`config.mk`:
```
export PLATFORM = sky130hd
export DESIGN_NAME = bus_fault_capture
export DESIGN_NICKNAME = d
export VERILOG_FILES = /design/src/rtl/bus_fault_pkg.sv /design/src/rtl/bus_fault_ctrl.sv /design/src/rtl/bus_fault_dp.sv /design/src/rtl/bus_fault_capture.sv
export SDC_FILE = /design/constraint.sdc
export NUM_CORES = 1
export LEC_CHECK = 0
export ABC_AREA = 1
export BUFFER_PORTS_ARGS = -buffer_cell sky130_fd_sc_hd__buf_2
export CAP_MARGIN = 20
export CORE_UTILIZATION = 54
export CTS_CLUSTER_DIAMETER = 100
export DETAILED_ROUTE_END_ITERATION = 8
export PLACE_DENSITY = 0.86
export SLEW_MARGIN = 20
export SYNTH_ARGS = -nofsm -noshare
export SYNTH_HDL_FRONTEND = slang
export SYNTH_HIERARCHICAL = 1
export SYNTH_SLANG_ARGS = --single-unit
```
`constraint.sdc`:
```
create_clock -name clk -period 4.5 [get_ports clk]
set_input_delay 0.9 -clock clk [delete_from_list [all_inputs] [get_ports clk]]
set_output_delay 0.9 -clock clk [all_outputs]
set_load 0.03 [all_outputs]
```
`src/rtl/bus_fault_pkg.sv`:
```
package bus_fault_pkg;
  localparam int NUM_BUS   = 3;
  localparam int DATA_W    = 32;
  localparam int REG_SEL_W = 3;

  // bus index doubles as status bit position
  localparam int BUS_INSTR = 0;
  localparam int BUS_DATA  = 1;
  localparam int BUS_SYS   = 2;

  localparam logic [REG_SEL_W-1:0] SEL_ENABLE = 3'd0;
  localparam logic [REG_SEL_W-1:0] SEL_STATUS = 3'd1;
  localparam int                   SEL_ADDR0  = 2;

  typedef struct packed {
    logic [NUM_BUS-1:0] loadAddr;
    logic [NUM_BUS-1:0] status;
    logic               captureEn;
  } faultStrobe_t;
endpackage

```
`src/rtl/bus_fault_ctrl.sv`:
```
module bus_fault_ctrl
  import bus_fault_pkg::*;
(
  input  logic                 clk,
  input  logic                 rstN,
  input  logic [REG_SEL_W-1:0] regSel,
  input  logic                 regWrEn,
  input  logic                 regWrBit0,
  input  logic [NUM_BUS-1:0]   faultIn,
  output faultStrobe_t         strobe
);
  logic               enReg;
  logic [NUM_BUS-1:0] statusReg;
  logic [NUM_BUS-1:0] loadVec;
  logic               clrReq;
  logic               enWr;

  always_comb begin
    clrReq = regWrEn && (regSel == SEL_STATUS);
    enWr   = regWrEn && (regSel == SEL_ENABLE);
    for (int i = 0; i < NUM_BUS; i++) begin
      // a pending clear reopens the channel in the same cycle
      loadVec[i] = enReg && faultIn[i] && (!statusReg[i] || clrReq);
    end
  end

  always_ff @(posedge clk) begin
    if (!rstN) begin
      enReg     <= 1'b0;
      statusReg <= '0;
    end else begin
      if (enWr) enReg <= regWrBit0;
      for (int i = 0; i < NUM_BUS; i++) begin
        if (loadVec[i])  statusReg[i] <= 1'b1;
        else if (clrReq) statusReg[i] <= 1'b0;
      end
    end
  end

  assign strobe.loadAddr  = loadVec;
  assign strobe.status    = statusReg;
  assign strobe.captureEn = enReg;


  status_rise_chk: assert property (@(posedge clk) disable iff (!rstN)
    (|(statusReg & ~$past(statusReg))) |-> $past(enReg));


  status_fall_chk: assert property (@(posedge clk) disable iff (!rstN)
    (|($past(statusReg) & ~statusReg)) |-> $past(clrReq));


  disabled_hold_chk: assert property (@(posedge clk) disable iff (!rstN)
    $past(!enReg && !clrReq) |-> (statusReg == $past(statusReg)));
endmodule

```
`src/rtl/bus_fault_dp.sv`:
```
module bus_fault_dp
  import bus_fault_pkg::*;
#(
  parameter int ADDR_W = 32
) (
  input  logic                 clk,
  input  logic                 rstN,
  input  logic [REG_SEL_W-1:0] regSel,
  input  logic [ADDR_W-1:0]    busAddr [NUM_BUS],
  input  faultStrobe_t         strobe,
  output logic [DATA_W-1:0]    rdData
);
  logic [ADDR_W-1:0] addrReg [NUM_BUS];

  for (genvar g = 0; g < NUM_BUS; g++) begin : g_chan
    always_ff @(posedge clk) begin
      if (!rstN)                   addrReg[g] <= '0;
      else if (strobe.loadAddr[g]) addrReg[g] <= busAddr[g];
    end


    addr_hold_chk: assert property (@(posedge clk) disable iff (!rstN)
      ($past(strobe.status[g]) && !$past(strobe.loadAddr[g])) |-> $stable(addrReg[g]));
  end

  always_comb begin
    rdData = '0;
    if (regSel == SEL_ENABLE) rdData[0] = strobe.captureEn;
    else if (regSel == SEL_STATUS) rdData[NUM_BUS-1:0] = strobe.status;
    else begin
      for (int i = 0; i < NUM_BUS; i++) begin
        if (regSel == REG_SEL_W'(SEL_ADDR0 + i)) rdData[ADDR_W-1:0] = addrReg[i];
      end
    end
  end
endmodule

```
`src/rtl/bus_fault_capture.sv`:
```
module bus_fault_capture
  import bus_fault_pkg::*;
#(
  parameter int ADDR_W = 32
) (
  input  logic                 clk,
  input  logic                 rstN,
  input  logic [REG_SEL_W-1:0] regSel,
  input  logic                 regWrEn,
  input  logic [DATA_W-1:0]    regWrData,
  output logic [DATA_W-1:0]    regRdData,
  input  logic [ADDR_W-1:0]    iBusAddr,
  input  logic                 iBusFault,
  input  logic [ADDR_W-1:0]    dBusAddr,
  input  logic                 dBusFault,
  input  logic [ADDR_W-1:0]    sBusAddr,
  input  logic                 sBusFault,
  output logic                 faultAny
);
  faultStrobe_t       strobe;
  logic [ADDR_W-1:0]  busAddr [NUM_BUS];
  logic [NUM_BUS-1:0] faultIn;

  assign busAddr[BUS_INSTR] = iBusAddr;
  assign busAddr[BUS_DATA]  = dBusAddr;
  assign busAddr[BUS_SYS]   = sBusAddr;
  assign faultIn[BUS_INSTR] = iBusFault;
  assign faultIn[BUS_DATA]  = dBusFault;
  assign faultIn[BUS_SYS]   = sBusFault;

  bus_fault_ctrl ctrl_i (
    .clk(clk), .rstN(rstN), .regSel(regSel), .regWrEn(regWrEn),
    .regWrBit0(regWrData[0]), .faultIn(faultIn), .strobe(strobe)
  );

  bus_fault_dp #(.ADDR_W(ADDR_W)) dp_i (
    .clk(clk), .rstN(rstN), .regSel(regSel), .busAddr(busAddr),
    .strobe(strobe), .rdData(regRdData)
  );

  assign faultAny = |strobe.status;
endmodule

```
* Word level (Yosys, flattened, before mapping) *
Memory sizes are Yosys's and may differ from the RTL's.
Index checks and enable logic that the tools add are counted.

storage, ports and cells
  register bits after elaboration = 4
  RAM bits = 96
  word-level logic and storage cells = 55
  memories = 1

operators by class
  equal/unequal tests = 4
  muxes and demuxes = 24
  bitwise operators = 3
  reduce and logical (&&, ||, !) cells = 19

memories
  memory        depth  bits a word  rd ports  clocked after Yosys merged registers in  write ports  RTL line            RTL
  dp_i.addrReg  3      32           3         0                                        3            bus_fault_dp.sv:13  logic [ADDR_W-1:0] addrReg [NUM_BUS];

operators with widths
  cell                number
  $mux 32             6
  $mux 31             1
  $mux 29             1
  $mux 1              15
  $logic_and 1x1->1   8
  $eq 3x2->1 const B  2
  $reduce_bool 2->1   3
  $eq 3x1->1 const B  1
  $eq 3x3->1 const B  1
  $logic_not 1->1     3
  $logic_not 3->1     1
  $logic_or 1x1->1    3
  $mux 3              1
  $or 1x1->1          3
  $reduce_or 3->1     1

* Depth between registers and ports, before layout *
  depth after elaboration = 8
  mapped depth = 7
  mapped depth without buffers = 6

* Hierarchy *
Netlist, hierarchy kept.

modules (own cells, without submodules)
  module             times used  cells each  area an instance (um2)
  bus_fault_dp       1           480         4,669.5
  bus_fault_ctrl     1           31          217.7
  bus_fault_capture  1           3           11.3

* Worst setup path before layout *
Ideal clock, no wire load.

  kind = in2out
  from = input regSel[2]
  to = output regRdData[2]
  arrival time = 1,821 ps
  path slack = 1,779 ps
  stages = 7
  path buffers = 2
  path through = buf_2 inv_2 buf_4 nand4_1 nand2_1 nor2_1 nor2_1

on the way
  word-level cells in the longest chain between the ends = 6
  elaborated cells on any way between the ends = 10
  those cells by class = eq/ne (4); mux (5); reduce/logical (1)

ends and longest elaborated chain
  what                   RTL line                 RTL
  start, declared        bus_fault_capture.sv:8   input logic [REG_SEL_W-1:0] regSel,
  $eq 3x2->1             bus_fault_dp.sv:32       if (regSel == REG_SEL_W'(SEL_ADDR0 + i)) rdData[ADDR_W-1:0] = addrReg[i];
  $mux 32 (3 in series)  bus_fault_dp.sv:32
  $mux 3                 bus_fault_dp.sv:29       else if (regSel == SEL_STATUS) rdData[NUM_BUS-1:0] = strobe.status;
  $mux 31 *              bus_fault_dp.sv:28       if (regSel == SEL_ENABLE) rdData[0] = strobe.captureEn;
  end, declared          bus_fault_capture.sv:11  output logic [DATA_W-1:0] regRdData,

Every way passes the cells marked *; elsewhere a longest branch is shown, timed or not.

* Worst setup path in the final report *
  from = input regSel[2]
  to = output regRdData[0]

on the way
  word-level cells in the longest chain between the ends = 6
  elaborated cells on any way between the ends = 10
  those cells by class = eq/ne (4); mux (5); reduce/logical (1)

ends and longest elaborated chain
  what                   RTL line
  $eq 3x2->1             bus_fault_dp.sv:32
  $mux 32 (3 in series)  bus_fault_dp.sv:32
  $mux 3                 bus_fault_dp.sv:29
  $mux 1 *               bus_fault_dp.sv:28

Marks and branches as above.

==> summary.txt <==
Global route
  – Vias in the first global route: 3934
  – Met1 Resource Use GR: 0.331
  – Initial antenna violation count: 0
  – GRT Total Usage: 0.249
  – Grt met3 use: 0.0446
  – Top Usage Layer GRT: met2
  – M2 GR Usage: 0.410
  – Largest net degree at the start of global routing: 68
  – First-pass GRT wire length: 18400 µm
  – Grt ovf: 0

STA
  – Tmin final: 3.71 ns
  – Max transition margin: 0.293
  – Unrepaired setup endpoints after global routing: no
  – Hold_ws: 0.533 ns
  – Final hold vios: 0
  – Total negative slack: 0 ns
  – Setup Viol. Count Final: 0
  – Tcrit/Tclk final: 0.824
  – Worst slew pin tran: 1.06 ns
  – Fin Clk Skew: 0.0103 ns
  – Fmax: 270 MHz
  – Max Slew Vio Count: 0

Power
  – Leakage power: 2.86 nW
  – Logic pwr share: 0.117
  – VDD IR max: 0.000158 V
  – Switching Fraction: 0.251
  – Psw: 0.000464 W
  – Power Total: 0.00185 W
  – Internal: 0.00138 W
  – PwrDens: 322 nW/µm²
  – Clock Power Share: 0.303
  – Seq pwr share: 0.580

Critical path
  – Setup CP Type: primary input to output port
  – CP Launch Type: primary input
  – CP Capture Type: output port
  – Reg2Reg Depth: 5
  – Slowest-stage cell, CP: buf_2
  – R2R Setup Slk: 2.40 ns
  – CP max stage delay: 0.56 ns
  – Crit path DAT: 2.81 ns
  – CP max FO: 50
  – Worst R2R Start: ctrl_i/enReg
  – Reg2reg end: dp_i/addrReg[2][27]
  – Crit-path most repeated cell: buf_2
  – CP Cell Sequence: buf_2 > inv_2 > buf_4 > nand4_1 > nand3_1 > nor2_1 > nand2_1 > buf_2
  – CP required: 3.60 ns

Drt
  – Remaining antenna violation count: 0
  – Vias per Instance: 5.32
  – Routed vias: 3969
  – DRT iter0 DRCs: 282
  – Avg WL per Cell: 15.6 µm
  – DR pass1 iterations: 5
  – WL final: 11600 µm
  – # DRC: 0

Run
  – Max-Cap Viols: 0

Clocking
  – Clock transition at path regs: 0.09 ns
  – Skew-Pair Late Insertion Delay: 0.36 ns
  – H-tree depth: 3
  – # hold bufs at CTS: 0
  – Total clock sinks: 100
  – CTS tree: done
  – Clock Path Buffers: 2
  – Total CTS buffers: 9
  – Root Buffer: clkbuf_8
  – Post-CTS Resized: 0
  – Number of setup buffers added after CTS: 0

Outcome
  – Outcome: completed

Floorplan
  – Initial Utilization: 0.559
  – I/O pins: 170
  – Row Count: 34
  – Full die area: 9460 µm²
  – Die Y: 97.2 µm
  – Die Width: 97.2 µm
  – Core ar.: 8760 µm²

Min path
  – Hold Path Cell Cnt: 2
  – Worst Hold Class: flip-flop to flip-flop
  – Hold path endpoint: ctrl_i/statusReg[1]
  – Hold path start: ctrl_i/statusReg[1]

Synth
  – Mean post-synth cell area: 9.53 µm²
  – YS warnings: 6
  – Mapped Cells: 514
  – Cell variety after synth: 18
  – Area of the mapped netlist: 4900 µm²
  – Syn nets: 651
  – #FFs+latches synth: 100
  – Seq/Total Area, Yosys: 0.605

Placement
  – Placed insts: 731
  – Detail Placement HPWL: 7660 µm
  – IO Port Bufs: 138
  – Gpl congestion: 0.872

Finish
  – Post-layout util: 0.655
  – Nets: 771
  – Ant. Diodes: 0
  – P&R area growth vs syn: 17.2%
  – Share of post-route cells with drive strength above 1: 0.268
  – Final cell count without fillers: 746
-- how the worst max path moves through the flow --
| stage | start | end | slack (ns) | depth (start not counted) |
|---|---|---|---|---|
| 2_1_floorplan | regSel[2] | regRdData[2] | 1.78 | 7 |
| 3_3_place_gp | regSel[2] | regRdData[0] | 0.90 | 8 |
| 3_5_place_dp | regSel[2] | regRdData[0] | 0.85 | 8 |
| 4_1_cts | regSel[2] | regRdData[0] | 0.83 | 8 |
| 5_1_grt | regSel[2] | regRdData[0] | 0.61 | 8 |
| 6_report | regSel[2] | regRdData[0] | 0.79 | 8 |
-- worst max-delay path, delay by kind of cell --
family                 cells  cell delay, ns
buffers and inverters      4            1.43
AND/OR/NAND/NOR            4            0.43
-- per-layer routing --
layer | up-vias | wire [µm]
li1 | 1937 | -
met1 | 1780 | 4660
met2 | 231 | 5660
met3 | 21 | 1090
met4 | 0 | 211
met5 | - | 0
-- state kept, by name (all words and copies together), names as in the netlist --
name              count
dp_i/addrReg         96
ctrl_i/enReg          1
ctrl_i/statusReg      3
-- area by class of cell --
| cell class | instances | area (µm²) |
|---|---|---|
| clock inverters | 5 | 63.8 |
| fillers | 704 | 3020 |
| repair buffers | 147 | 758 |
| clock buffers | 10 | 128 |
| multi-input cells | 268 | 1290 |
| flip-flops and latches | 100 | 2960 |
| inverters | 108 | 405 |
| well taps | 108 | 135 |
-- per-stage QoR --
step	setup WS, ns	cell area [µm²]
2_1_floorplan	1.78	4900
3_3_place_gp	0.904	5550
3_5_place_dp	0.849	5550
4_1_cts	0.831	5740
5_1_grt	0.605	5740
6_report	0.792	5740
-- logic make-up after synthesis --
group	after synthesis	synth area share
buffers and inverters	146	0.132
AND/OR/NAND/NOR	262	0.254
AO/OA/AOI/OAI	6	0.00843
flip-flops	100	0.605
-- cells in the mapped netlist --
master | instances | area [µm²]
edfxtp_1 | 96 | 2880
nand2_2 | 1 | 6.26
a21oi_1 | 3 | 15.0
dfxtp_1 | 4 | 80.1
inv_1 | 106 | 398
nor2_2 | 2 | 12.5
a21oi_2 | 3 | 26.3
clkbuf_1 | 2 | 7.51
buf_6 | 6 | 67.6
nand2_4 | 1 | 11.3
nor2_4 | 1 | 11.3
buf_4 | 7 | 52.6
buf_2 | 23 | 115
nand4_1 | 64 | 400
nor2_1 | 109 | 409
nand2_1 | 20 | 75.1
nand3_1 | 64 | 320
inv_2 | 2 | 7.51
-- power by group through the flow --
stage / Clock, W / Combinational, W / Sequential, W
2_1_floorplan: 0 / 0.000133 / 0.00109
3_3_place_gp: 0 / 0.000210 / 0.00109
3_5_place_dp: 0 / 0.000215 / 0.00109
4_1_cts: 0.000570 / 0.000216 / 0.00107
5_1_grt: 0.000603 / 0.000236 / 0.00107
6_report: 0.000560 / 0.000217 / 0.00107
-- cell usage in the layout (no fill, tap or decap), types with 2 or more instances in the layout --
master and instances:
nand4_1 64, inv_1 106, a21oi_2 3, nand2_1 20, a21oi_1 3, nor2_2 2, clkbuf_8 9, buf_4 9
buf_2 138, nand3_1 64, edfxtp_1 96, nor2_1 109, inv_2 2, clkinv_4 3, dfxtp_1 4
Note: power is estimated with default switching activity, not from simulation.
